**src/rtl/bt656_pkg.sv**
```systemverilog
package bt656_pkg;
  localparam int XY_W = 8;

  typedef struct packed {
    logic f;
    logic v;
    logic h;
  } tc_flags_t;

  localparam logic [1:0] PH_CB = 2'd0;
  localparam logic [1:0] PH_Y0 = 2'd1;
  localparam logic [1:0] PH_CR = 2'd2;
  localparam logic [1:0] PH_Y1 = 2'd3;
endpackage

```
**src/rtl/bt656_preamble_det.sv**
```systemverilog
module bt656_preamble_det #(
  parameter int DATA_W   = 10,
  parameter int LEAD_LEN = 3
) (
  input  logic              clk_i,
  input  logic              rst_ni,
  input  logic [DATA_W-1:0] data_i,
  output logic              hit_o
);
  localparam logic [DATA_W-1:0] ONES  = '1;
  localparam logic [DATA_W-1:0] ZEROS = '0;

  logic [DATA_W-1:0] hist_q [LEAD_LEN];

  // hist_q[0] is the newest past word, hist_q[LEAD_LEN-1] the oldest
  for (genvar g = 0; g < LEAD_LEN; g++) begin : g_hist
    always_ff @(posedge clk_i or negedge rst_ni) begin
      if (!rst_ni)     hist_q[g] <= ZEROS;
      else if (g == 0) hist_q[g] <= data_i;
      else             hist_q[g] <= hist_q[g-1];
    end
  end

  always_comb begin
    hit_o = (hist_q[LEAD_LEN-1] == ONES);
    for (int i = 0; i < LEAD_LEN-1; i++) begin
      if (hist_q[i] != ZEROS) hit_o = 1'b0;
    end
  end
endmodule

```
**src/rtl/bt656_xy_decode.sv**
```systemverilog
module bt656_xy_decode
  import bt656_pkg::*;
(
  input  logic [XY_W-1:0] xy_i,
  output tc_flags_t       flags_o,
  output logic            bad_o
);
  logic       f, v, h;
  logic [3:0] chk, syn;

  assign f = xy_i[6];
  assign v = xy_i[5];
  assign h = xy_i[4];
  assign chk = {v ^ h, f ^ h, f ^ v, f ^ v ^ h};
  assign syn = xy_i[3:0] ^ chk;

  always_comb begin
    flags_o = '{f: f, v: v, h: h};
    bad_o   = 1'b0;
    unique case (syn)
      4'b0000, 4'b1000, 4'b0100, 4'b0010, 4'b0001: ;
      4'b0111: flags_o.f = ~f;
      4'b1011: flags_o.v = ~v;
      4'b1101: flags_o.h = ~h;
      default: bad_o = 1'b1;
    endcase
  end
endmodule

```
**src/rtl/bt656_timing_regs.sv**
```systemverilog
module bt656_timing_regs
  import bt656_pkg::*;
(
  input  logic       clk_i,
  input  logic       rst_ni,
  input  logic       hit_i,
  input  logic       bad_i,
  input  tc_flags_t  flags_i,
  output logic       field_o,
  output logic       vsync_o,
  output logic       hsync_o,
  output logic       active_o,
  output logic [1:0] phase_o,
  output logic       err_o
);
  logic       good, sav, eav, act_d;
  logic [1:0] ph_d;

  always_comb begin
    good  = hit_i && !bad_i;
    sav   = good && !flags_i.h;
    eav   = good && flags_i.h;
    act_d = active_o;
    if (sav)      act_d = !flags_i.v;
    else if (eav) act_d = 1'b0;
    ph_d = PH_CB;
    if (act_d && active_o && !sav) ph_d = phase_o + 2'd1;
  end

  always_ff @(posedge clk_i or negedge rst_ni) begin
    if (!rst_ni) begin
      field_o  <= 1'b0;
      vsync_o  <= 1'b0;
      hsync_o  <= 1'b0;
      active_o <= 1'b0;
      phase_o  <= PH_CB;
      err_o    <= 1'b0;
    end else begin
      if (good) begin
        field_o <= flags_i.f;
        vsync_o <= flags_i.v;
        hsync_o <= flags_i.h;
      end
      active_o <= act_d;
      phase_o  <= ph_d;
      err_o    <= hit_i && bad_i;
    end
  end

  AST_FLAGS_ONLY_ON_CODE: assert property (@(posedge clk_i) disable iff (!rst_ni)
    !$stable({field_o, vsync_o, hsync_o}) |-> $past(hit_i));
  AST_ERR_KEEPS_FLAGS: assert property (@(posedge clk_i) disable iff (!rst_ni)
    err_o |-> $stable({field_o, vsync_o, hsync_o}));
  AST_ERR_KEEPS_ACTIVE: assert property (@(posedge clk_i) disable iff (!rst_ni)
    err_o |-> $stable(active_o));
  AST_RISE_NEEDS_CODE: assert property (@(posedge clk_i) disable iff (!rst_ni)
    $rose(active_o) |-> $past(hit_i && !bad_i));
  AST_FALL_NEEDS_CODE: assert property (@(posedge clk_i) disable iff (!rst_ni)
    $fell(active_o) |-> $past(hit_i));
  AST_RISE_AT_CB: assert property (@(posedge clk_i) disable iff (!rst_ni)
    $rose(active_o) |-> phase_o == PH_CB);
  AST_PHASE_STEP: assert property (@(posedge clk_i) disable iff (!rst_ni)
    (active_o && $past(active_o) && !$past(hit_i)) |-> phase_o == $past(phase_o) + 2'd1);
endmodule

```
**src/rtl/bt656_timing_decoder.sv**
```systemverilog
module bt656_timing_decoder
  import bt656_pkg::*;
#(
  parameter int DATA_W = 10
) (
  input  logic              clk_i,
  input  logic              rst_ni,
  input  logic [DATA_W-1:0] data_i,
  output logic              field_o,
  output logic              vsync_o,
  output logic              hsync_o,
  output logic              active_o,
  output logic [1:0]        phase_o,
  output logic              err_o
);
  localparam int LEAD_LEN = 3;
  localparam int XY_LSB   = DATA_W - XY_W;

  logic            hit, bad;
  logic [XY_W-1:0] xy;
  tc_flags_t       flags;

  assign xy = data_i[DATA_W-1:XY_LSB];

  bt656_preamble_det #(.DATA_W(DATA_W), .LEAD_LEN(LEAD_LEN)) u_det (
    .clk_i (clk_i),
    .rst_ni(rst_ni),
    .data_i(data_i),
    .hit_o (hit)
  );

  bt656_xy_decode u_xy (
    .xy_i   (xy),
    .flags_o(flags),
    .bad_o  (bad)
  );

  bt656_timing_regs u_regs (
    .clk_i   (clk_i),
    .rst_ni  (rst_ni),
    .hit_i   (hit),
    .bad_i   (bad),
    .flags_i (flags),
    .field_o (field_o),
    .vsync_o (vsync_o),
    .hsync_o (hsync_o),
    .active_o(active_o),
    .phase_o (phase_o),
    .err_o   (err_o)
  );

  AST_ERR_ONLY_ON_CODE: assert property (@(posedge clk_i) disable iff (!rst_ni)
    err_o |-> $past(hit));
endmodule

```
**config.mk**
```make
export PLATFORM = sky130hd
export DESIGN_NAME = bt656_timing_decoder
export DESIGN_NICKNAME = d
export VERILOG_FILES = /design/src/rtl/bt656_pkg.sv /design/src/rtl/bt656_preamble_det.sv /design/src/rtl/bt656_xy_decode.sv /design/src/rtl/bt656_timing_regs.sv /design/src/rtl/bt656_timing_decoder.sv
export SDC_FILE = /design/constraint.sdc
export NUM_CORES = 1
export LEC_CHECK = 0
export ABC_AREA = 0
export BUFFER_PORTS_ARGS = -buffer_cell sky130_fd_sc_hd__buf_2
export CELL_PAD_IN_SITES_DETAIL_PLACEMENT = 0
export CELL_PAD_IN_SITES_GLOBAL_PLACEMENT = 2
export CORE_ASPECT_RATIO = 2
export CORE_MARGIN = 3
export CORE_UTILIZATION = 35
export CTS_CLUSTER_SIZE = 10
export DETAILED_ROUTE_END_ITERATION = 8
export PLACE_DENSITY = 0.82
export SYNTH_ARGS = -nofsm -noshare
export SYNTH_HDL_FRONTEND = slang
export SYNTH_HIERARCHICAL = 1
export SYNTH_SLANG_ARGS = --single-unit
```
**constraint.sdc**
```tcl
create_clock -name clk_i -period 1.8 [get_ports clk_i]
set_clock_uncertainty 0.15 [all_clocks]
set_input_delay 0.18 -clock clk_i [delete_from_list [all_inputs] [get_ports clk_i]]
set_output_delay 0.18 -clock clk_i [all_outputs]
set_load 0.01 [all_outputs]
```
==> reports/qor.yml, run 1 <==
timing:
  fmax_mhz: 495.6
  slew_viol_final: 0
  min_period_over_period_pct: 112.1
  fin_ws_ns: -0.2177
  maxSlewHeadroom_pct: 49.14
  rsz0062_at_grt: "yes"
  fin_crit_ns: 2.018
  finalSetupViolations: 6
  finalHoldViolCount: 0
  tightest_slew_ns: 0.7629
synth:
  synth_common_cells: "dfrtp_1, nor2_1, nor3_1, xnor2_1"
  synth_compound_area_share_pct: 7.590
  muxShareOfSynthArea_pct: 4.671
  synthCells: 112
  synth_xor_area_share_pct: 6.255
  synth.cell_area_um2: 1500
  yosysUniqueCellTypes: 39
  synth_area_leader_cell: "dfrtp_1"
  yosysWarnings: 6
  ys_seq_elements: 37
  synth.top_cell.area_share_pct: 61.72
  synthTopCellsByArea: "dfrtp_1, mux2_4, xnor2_1"
  syn_avg_cell_area_um2: 13.39
  synth-adder-area-share_pct: 0
  async_reset_ff_share_pct: 100.0
  synth-simple-area-share_pct: 16.68
  synth_top_family_by_area: "simple AND/OR/NAND/NOR gates"
  synth.most_common_cell: "dfrtp_1"
  synth_top_flop_cell: "dfrtp_1"
  synth_nets: 124
  synth-seq-area-share_pct: 61.72
  synth_edf_count: 0
final_layout:
  layout-drive-gt1-share_pct: 46.11
  syn_to_final_growth_pct: 39.78
  fin_nets: 178
  post-route-util_pct: 50.79
  fin_cells: 219
  fin_area_um2: 2097
  diodes: 0
critical_path:
  rr_endpoint: "u_regs/field_o"
  reg2reg_depth: 6
  cpPeakStageDelay_ns: 0.51
  crit_required_ns: 1.82
  critPathBufInv: 2
  path_cells: "buf_6 > xor3_2 > buf_6 > a211o_4 > a31oi_4 > a21oi_2 > o221ai_2 > nand2b_4 > mux2_4"
  cpLargestDelayFamily: "compound AO/OA/AOI/OAI gates"
  rrSetupSlack_ns: -0.15
  worstPathMaxFanout: 7
  worstReg2RegStart: "u_det/hist_q[21]"
  end_kind: "flip-flop"
  critPathMostFrequentCell: "buf_6"
  cp-start-kind: "primary input"
  critPathArrivalTime_ns: 2.04
  path_class: "primary input to flip-flop"
  timing.critical_path.slowest_stage_cell: "xor3_2"
hold_path:
  hold_path_class: "primary input to flip-flop"
  holdPathStages: 2
  holdCritStartpoint: "data_i[2]"
  hold_path_end: "u_det/hist_q[22]"
detailed_routing:
  viasPerCell: 4.790
  drtIter0Drc: 15
  vias: 1049
  drt.antenna.violating_nets: 0
  first_pass_iters: 4
  drc_errors: 0
  routed_wl_mm: 3.195
  avgRoutedWirePerCell_um: 14.59
global_route:
  grt.total_usage_pct: 14.00
  antenna_found_initial: 0
  grt_pass1_vias: 1114
  overflow: 0
  grt_pass1_wl_mm: 5.209
  grt_max_degree: 38
cts:
  cts_tree: "yes"
  htree_levels: 2
  cts_made_buffers: 5
  root_buffer: "clkbuf_8"
  clock_sinks: 37
  clock_latency_ns: 0.29
  clockBufferDepth: 2
  cts.clk_slew.worst_paths_ns: 0.07
die:
  die-area_um2: 5156
  num_io_pins: 19
  core_um2: 4129
  die_y_um: 98.59
  fp-row-count: 33
  die_w_um: 52.30
  start_util_pct: 36.33
power_and_ir_drop:
  leakage_uw: 0.0009490
  ir_drop_mv: 0.3545
  fin_total_pwr_uw: 1740
  p_per_area_nw_per_um2: 829.7
place:
  io_buffers: 18
  dp_worst_setup_slack_ns: -0.5477
  placed_cell_area_um2: 1790
  place_congestion: 0.7881
  dp.final_hpwl_mm: 2.366
  dp_cells: 200
status:
  violations: "negative setup slack"
  status: "complete, but fails checks"
run:
  cap_violations: 0
[cell usage in the layout (no fill, tap or decap), drive strengths merged]
cell type	instances
buf	43
dfrtp	37
nor2	9
dlygate4sd3	8
clkbuf	6
xnor2	5
nor4	5
nor3	5
mux2	4
nand2	4
a21oi	4
xor2	3
clkinvlp	2
nand3	2
inv	2
and3	2
and2	2
o21ai	2
o221ai	2
nand4b	1
nor4b	1
and4	1
nand4	1
nor2b	1
nand2b	1
xor3	1
o31ai	1
and2b	1
or2b	1
o22ai	1
o21ba	1
a211oi	1
a221o	1
or2	1
mux2i	1
a221oi	1
a211o	1
or3	1
a31oi	1
[how the worst max path moves through the flow]
stage / startpoint / end / cells past startpoint
detailed placement: data_i[4] / u_regs/active_o / 9
CTS: u_det/hist_q[11] / u_regs/field_o / 6
global placement: data_i[4] / u_regs/active_o / 9
floorplan: data_i[4] / u_regs/field_o / 8
global route: u_det/hist_q[21] / u_regs/field_o / 6
finish: data_i[4] / u_regs/field_o / 9
[final cells by class]
type,count,area (um^2)
Timing Repair Buffer,51,387.9
Sequential cell,37,925.9
Multi-Input combinational cell,69,623.1
Tap cell,52,65.06
Inverter,2,7.507
Clock buffer,6,72.57
Clock inverter,2,15.01
Fill cell,376,2032
[worst register-to-register path, delay by kind of cell, from the launching register on]
family	cells	cell delay, ns
buf+inv	1	0.18
flops	1	0.41
mux	1	0.30
simple gates	4	0.79
[sequential cells by signal (all words and copies together) (netlist names)]
name	cells
u_regs/vsync_o	1
u_det/hist_q	30
u_regs/phase_o	2
u_regs/err_o	1
u_regs/active_o	1
u_regs/hsync_o	1
u_regs/field_o	1
[per-stage QoR]
step,TNS (ns),hold slack [ns]
4_1_cts,-0.8640,0.003140
6_report,-0.9953,0.009806
5_1_grt,-1.394,0.0004423
2_1_floorplan,-1.245,-0.2656
3_5_place_dp,-3.289,0.1429
3_3_place_gp,-3.094,0.1310
[where the power goes]
part	switching [uW]	total (uW)	leakage, uW	internal, uW
Clock	277	549	0.0000374	272
Combinational	143	305	0.000464	161
Sequential	20.1	886	0.000447	866
Total	441	1740	0.000949	1300
[logic make-up (layout without fill, tap and decap cells)]
family                 Yosys count  in the layout
XOR/XNOR                         9              9
AND/OR/NAND/NOR                 39             39
buffers and inverters            6             61
multiplexers                     5              5
AO/OA/AOI/OAI                   16             16
flip-flops                      37             37
[routing by layer]
layer	share of wire [%]	vias to the layer above	wire, um	GRT usage (%)
met5	0	-	0	0
met4	3.1	0	99	8.465
met3	2.6	8	84	2.269
met2	61	19	1954	25.96
met1	33	516	1056	13.33
li1	-	506	-	-
[what timing repair did]
item | 4_1_cts | 5_1_grt
setup endpoints to repair | 7 | 7
hold buffers | 8 | 0
pin swaps | 6 | 5
setup buffers | 0 | 3
endpoints found under the hold margin | 44 | 0
resized for setup | 11 | 11
cloned | 0 | 0
(Power assumes the default switching activity.)
==> run 2: changes to the inputs <==
- CORE_ASPECT_RATIO: 2 -> 0.8
- clock period: 1.8 -> 1.6 ns (I/O delays scaled with it)
==> run 2 against run 1 <==
Effect of this change:
- final cell count increased by 1.4%
- the flow still finishes with violations (negative setup slack)
- sequential share of layout area increased by 0.16 points
- global-route usage decreased by 0.35 points
- first-iteration DRC count increased to 3.1 times the previous value
- flip-flop and latch count unchanged
- clock power increased by 14%
- register-to-register slack got worse by 0.17 ns
- non-clock buffer count increased by 1
- die area decreased by 0.83%
- cell area decreased by 0.36%
- hold slack improved by 0.023 ns
- setup slack got worse by 0.18 ns
==> reports/qor.yml, run 2 (same netlist as run 1, synthesis figures left out) <==
final_layout:
  diodes: 0
  syn_to_final_growth_pct: 39.28
  fin_cells: 222
  post-route-util_pct: 52.85
  largest_reg_flops: 30
  top_regs: "u_det/hist_q x30, u_regs/phase_o x2"
  layout_common_cells: "dfrtp_1, buf_4, buf_2, nor2_1, dlygate4sd3_1"
  largest-register: "u_det/hist_q"
  fin_nets: 179
  mostFrequentLayoutCell: "dfrtp_1"
  layout-drive-gt1-share_pct: 46.71
cts:
  clock_latency_ns: 0.28
  root_buffer: "clkbuf_8"
  cts.clk_slew.worst_paths_ns: 0.07
  htree_levels: 2
  clock_sinks: 37
  cts_made_buffers: 5
  clockBufferDepth: 2
  cts_tree: "yes"
global_route:
  antenna_found_initial: 0
  grt_pass1_wl_mm: 5.319
  grt_max_degree: 20
  overflow: 0
  grt.total_usage_pct: 13.65
  grt_pass1_vias: 1115
critical_path:
  cp-start-kind: "primary input"
  end_kind: "flip-flop"
  worstPathMaxFanout: 8
  crit_required_ns: 1.62
  critPathArrivalTime_ns: 2.02
  path_class: "primary input to flip-flop"
  rrSetupSlack_ns: -0.32
detailed_routing:
  routed_wl_mm: 3.071
  drt.antenna.violating_nets: 0
  first_pass_iters: 4
  drc_errors: 0
  viasPerCell: 4.739
  avgRoutedWirePerCell_um: 13.83
  drtIter0Drc: 47
  vias: 1052
die:
  num_io_pins: 19
  fp-row-count: 20
  start_util_pct: 37.94
  die_w_um: 79.20
  core_um2: 3954
  die_y_um: 64.56
  die-area_um2: 5113
power_and_ir_drop:
  leakage_uw: 0.0009579
  ir_drop_mv: 0.3740
  p_per_area_nw_per_um2: 944.5
place:
  io_buffers: 18
  place_congestion: 0.7677
  dp.final_hpwl_mm: 2.177
  dp_cells: 206
hold_path:
  hold_path_class: "primary input to flip-flop"
timing:
  maxSlewHeadroom_pct: 68.52
  tightest_slew_ns: 0.4682
  rsz0062_at_grt: "yes"
  slew_viol_final: 0
  min_period_over_period_pct: 124.6
  fmax_mhz: 501.5
  finalHoldViolCount: 0
  fin_ws_ns: -0.3942
  finalSetupViolations: 7
  fin_crit_ns: 1.994
run:
  cap_violations: 0
status:
  status: "complete, but fails checks"
  violations: "negative setup slack"
## run 2: stage by stage
step	worst slack (ns)	hold slack, ns	instance area [um^2]	total power, uW	setup TNS, ns
2_1_floorplan	-0.5129	-0.2856	1509	1159	-2.456
3_3_place_gp	-0.7107	-0.03223	1829	1283	-4.577
3_5_place_dp	-0.7817	-0.02068	1829	1293	-4.956
4_1_cts	-0.3597	0.02068	2033	1952	-2.099
5_1_grt	-0.4776	0.03881	2090	2086	-2.771
6_report	-0.3942	0.03312	2090	1973	-2.161
## run 2: final timing paths
path | end | cells after the start | from
worst max-delay path | u_regs/active_o | 9 | data_i[4]
max in group asynchronous | u_det/hist_q[22] | 3 | rst_ni
worst min-delay path | u_det/hist_q[23] | 2 | data_i[3]
worst min register to register | u_det/hist_q[10] | 0 | u_det/hist_q[20]
min in group asynchronous | u_det/hist_q[16] | 2 | rst_ni
worst max register to register | u_regs/hsync_o | 6 | u_det/hist_q[20]
## run 2: final cells by class
class / instances / area, um^2
Clock buffer: 7 / 86.33
Fill cell: 369 / 1864
Inverter: 2 / 7.507
Multi-Input combinational cell: 69 / 606.8
Sequential cell: 37 / 925.9
Tap cell: 55 / 68.82
Timing Repair Buffer: 52 / 394.1
## run 2: where the power goes
| group | switching [uW] | internal, uW | leakage, uW |
|---|---|---|---|
| Sequential | 20.4 | 974 | 0.000447 |
| Clock | 284 | 341 | 0.0000443 |
| Combinational | 168 | 186 | 0.000466 |
## run 2: timing repair
| action | 4_1_cts | 5_1_grt |
|---|---|---|
| pin swaps | 6 | 6 |
| gates resized for setup | 8 | 9 |
| setup endpoints to repair | 7 | 7 |
| hold buffers | 7 | 0 |
| setup buffers | 2 | 0 |
| endpoints found under the hold margin | 24 | 0 |
## run 2: layer usage
metal  GRT usage, %  wire (um)
met1          17.75       1398
met2          21.43       1441
met3          2.917        165
met4          7.082         65
met5              0          0
## run 2: critical path, stage by stage
cell and delay, ns:
buf_6 0.09, xor3_2 0.51, mux2i_2 0.29, a221oi_2 0.09, a21oi_1 0.18, o221ai_2 0.12
buf_4 0.16, nor2b_4 0.12, mux2_4 0.30
==> run 3: changes to the inputs <==
- CORE_UTILIZATION: 35 -> 41
- PLACE_DENSITY: 0.82 -> 0.89
- REMOVE_ABC_BUFFERS: default -> 1
- clock period: 1.6 -> 2.35 ns (I/O delays scaled with it)
==> run 3 against run 2 <==
Effect of this change:
- die area is 13% lower
- count of clock-buffer cells in the layout unchanged
- wire length fell by 6.0%
- cell area decreased by 12%
- the flow now finishes without violations
==> reports/qor.yml, run 3 (same netlist as run 1, synthesis figures left out) <==
cts:
  cts_resized: 0
  htree_levels: 2
  root_buffer: "clkbuf_8"
  cts_tree: "yes"
  cts_made_buffers: 5
  clockBufferDepth: 2
  cts.clk_slew.worst_paths_ns: 0.07
  clock_sinks: 37
  clock_latency_ns: 0.28
place:
  place_congestion: 0.8152
  io_buffers: 18
  dp.final_hpwl_mm: 2.086
  dp_cells: 178
timing:
  whs_ns: 0.009885
  finalSetupViolations: 0
  finalHoldViolCount: 0
  tightest_slew_ns: 0.7583
  fin_crit_ns: 2.245
  fmax_mhz: 445.5
  rsz0062_at_grt: "no"
  maxSlewHeadroom_pct: 49.45
  min_period_over_period_pct: 95.52
  slew_viol_final: 0
global_route:
  antenna_found_initial: 0
  grt_pass1_vias: 1011
  grt.total_usage_pct: 15.57
  grt_pass1_wl_mm: 4.919
  grt_max_degree: 38
  overflow: 0
die:
  start_util_pct: 45.62
  die_w_um: 73.63
  core_um2: 3288
  num_io_pins: 19
  die-area_um2: 4426
  fp-row-count: 18
  die_y_um: 60.11
power_and_ir_drop:
  p_per_area_nw_per_um2: 693.6
  leakage_uw: 0.0008506
  ir_drop_mv: 0.2811
detailed_routing:
  avgRoutedWirePerCell_um: 15.04
  first_pass_iters: 4
  drtIter0Drc: 93
  routed_wl_mm: 2.888
  vias: 986
  drc_errors: 0
  viasPerCell: 5.135
  drt.antenna.violating_nets: 0
critical_path:
  cp-endpoint: "u_regs/active_o"
  reg2reg_depth: 6
  path_class: "primary input to flip-flop"
  end_kind: "flip-flop"
  critPathArrivalTime_ns: 2.26
  startpoint: "data_i[8]"
  rr_endpoint: "u_regs/vsync_o"
  rrSetupSlack_ns: 0.31
  crit_required_ns: 2.37
  worstReg2RegStart: "u_det/hist_q[23]"
  worstPathMaxFanout: 7
  cp-start-kind: "primary input"
final_layout:
  fin_nets: 164
  diodes: 0
  layout-drive-gt1-share_pct: 33.55
  syn_to_final_growth_pct: 23.19
  nFillCells: 281
  mostFrequentLayoutCell: "dfrtp_1"
  fin_cells: 192
  largest-register: "u_det/hist_q"
  top_regs: "u_det/hist_q x30, u_regs/phase_o x2"
  layout_common_cells: "dfrtp_1, buf_2, buf_4, nor2_1, dlygate4sd3_1"
  largest_reg_flops: 30
hold_path:
  hold_path_class: "primary input to flip-flop"
status:
  status: "finished clean"
run:
  cap_violations: 0
-- run 3: changes by cell type in the layout (fill, tap and decap cells not counted), sizes merged --
cell,previous run,this run
buf,45,30
-- run 3: layout make-up --
type,instances,area [um^2],area share [%]
sequential,37,925.9,50.10
multi-input combinational,69,528.0,28.57
timing repair buffer,37,250.2,13.54
clock buffer,7,86.33,4.672
tap,40,50.05,2.708
inverter,2,7.507,0.4062
-- run 3: timing repair --
action | in CTS | in global routing
hold buffers | 7 | 0
hold endpoints to repair | 43 | 0
setup endpoints to repair | 0 | 0
buffers inserted | 0 | 0
-- run 3: worst min-delay path by stage --
stage / from / slack, ns / to / cells after the start
after global routing: data_i[3] / 0.0003 / u_det/hist_q[23] / 1
after global placement: rst_ni / 0.19 / u_det/hist_q[9] / 1
after detailed placement: rst_ni / 0.19 / u_det/hist_q[9] / 1
after floorplan: rst_ni / -0.21 / u_det/hist_q[0] / 0
final: data_i[3] / 0.01 / u_det/hist_q[23] / 1
after CTS: data_i[3] / 0.0003 / u_det/hist_q[23] / 1
-- run 3: power by group --
| group | switching, uW | internal (uW) |
|---|---|---|
| clock network | 197 | 232 |
| registers | 12.9 | 663 |
| logic | 91.1 | 85.2 |
| total | 301 | 981 |
-- run 3: through the flow --
stage	power (uW)	util, %	worst slack, ns	TNS [ns]	area [um^2]
6_report	1282	56.20	0.1053	0	1848
5_1_grt	1348	56.20	0.0008473	0	1848
4_1_cts	1293	56.20	0.1351	0	1848
3_5_place_dp	853.3	51.45	-0.1603	-0.6335	1692
3_3_place_gp	847.0	51.45	-0.04377	-0.1597	1692
2_1_floorplan	770.8	-	-0.04940	-0.1482	1461
-- run 3: worst max-delay path: stages --
cell      delay, ns
buf_2          0.11
xor3_1         0.52
mux2i_1        0.28
a221oi_1       0.11
a21oi_1        0.20
o221ai_1       0.18
buf_4          0.18
nor2b_4        0.13
mux2_4         0.31
-- run 3: layer usage --
| layer | up-vias | routed length [um] | global-route usage (%) |
|---|---|---|---|
| li1 | 478 | - | - |
| met1 | 474 | 1314 | 19.74 |
| met2 | 29 | 1364 | 23.61 |
| met3 | 5 | 168 | 5.714 |
| met4 | 0 | 40 | 7.494 |
| met5 | - | 0 | 0 |
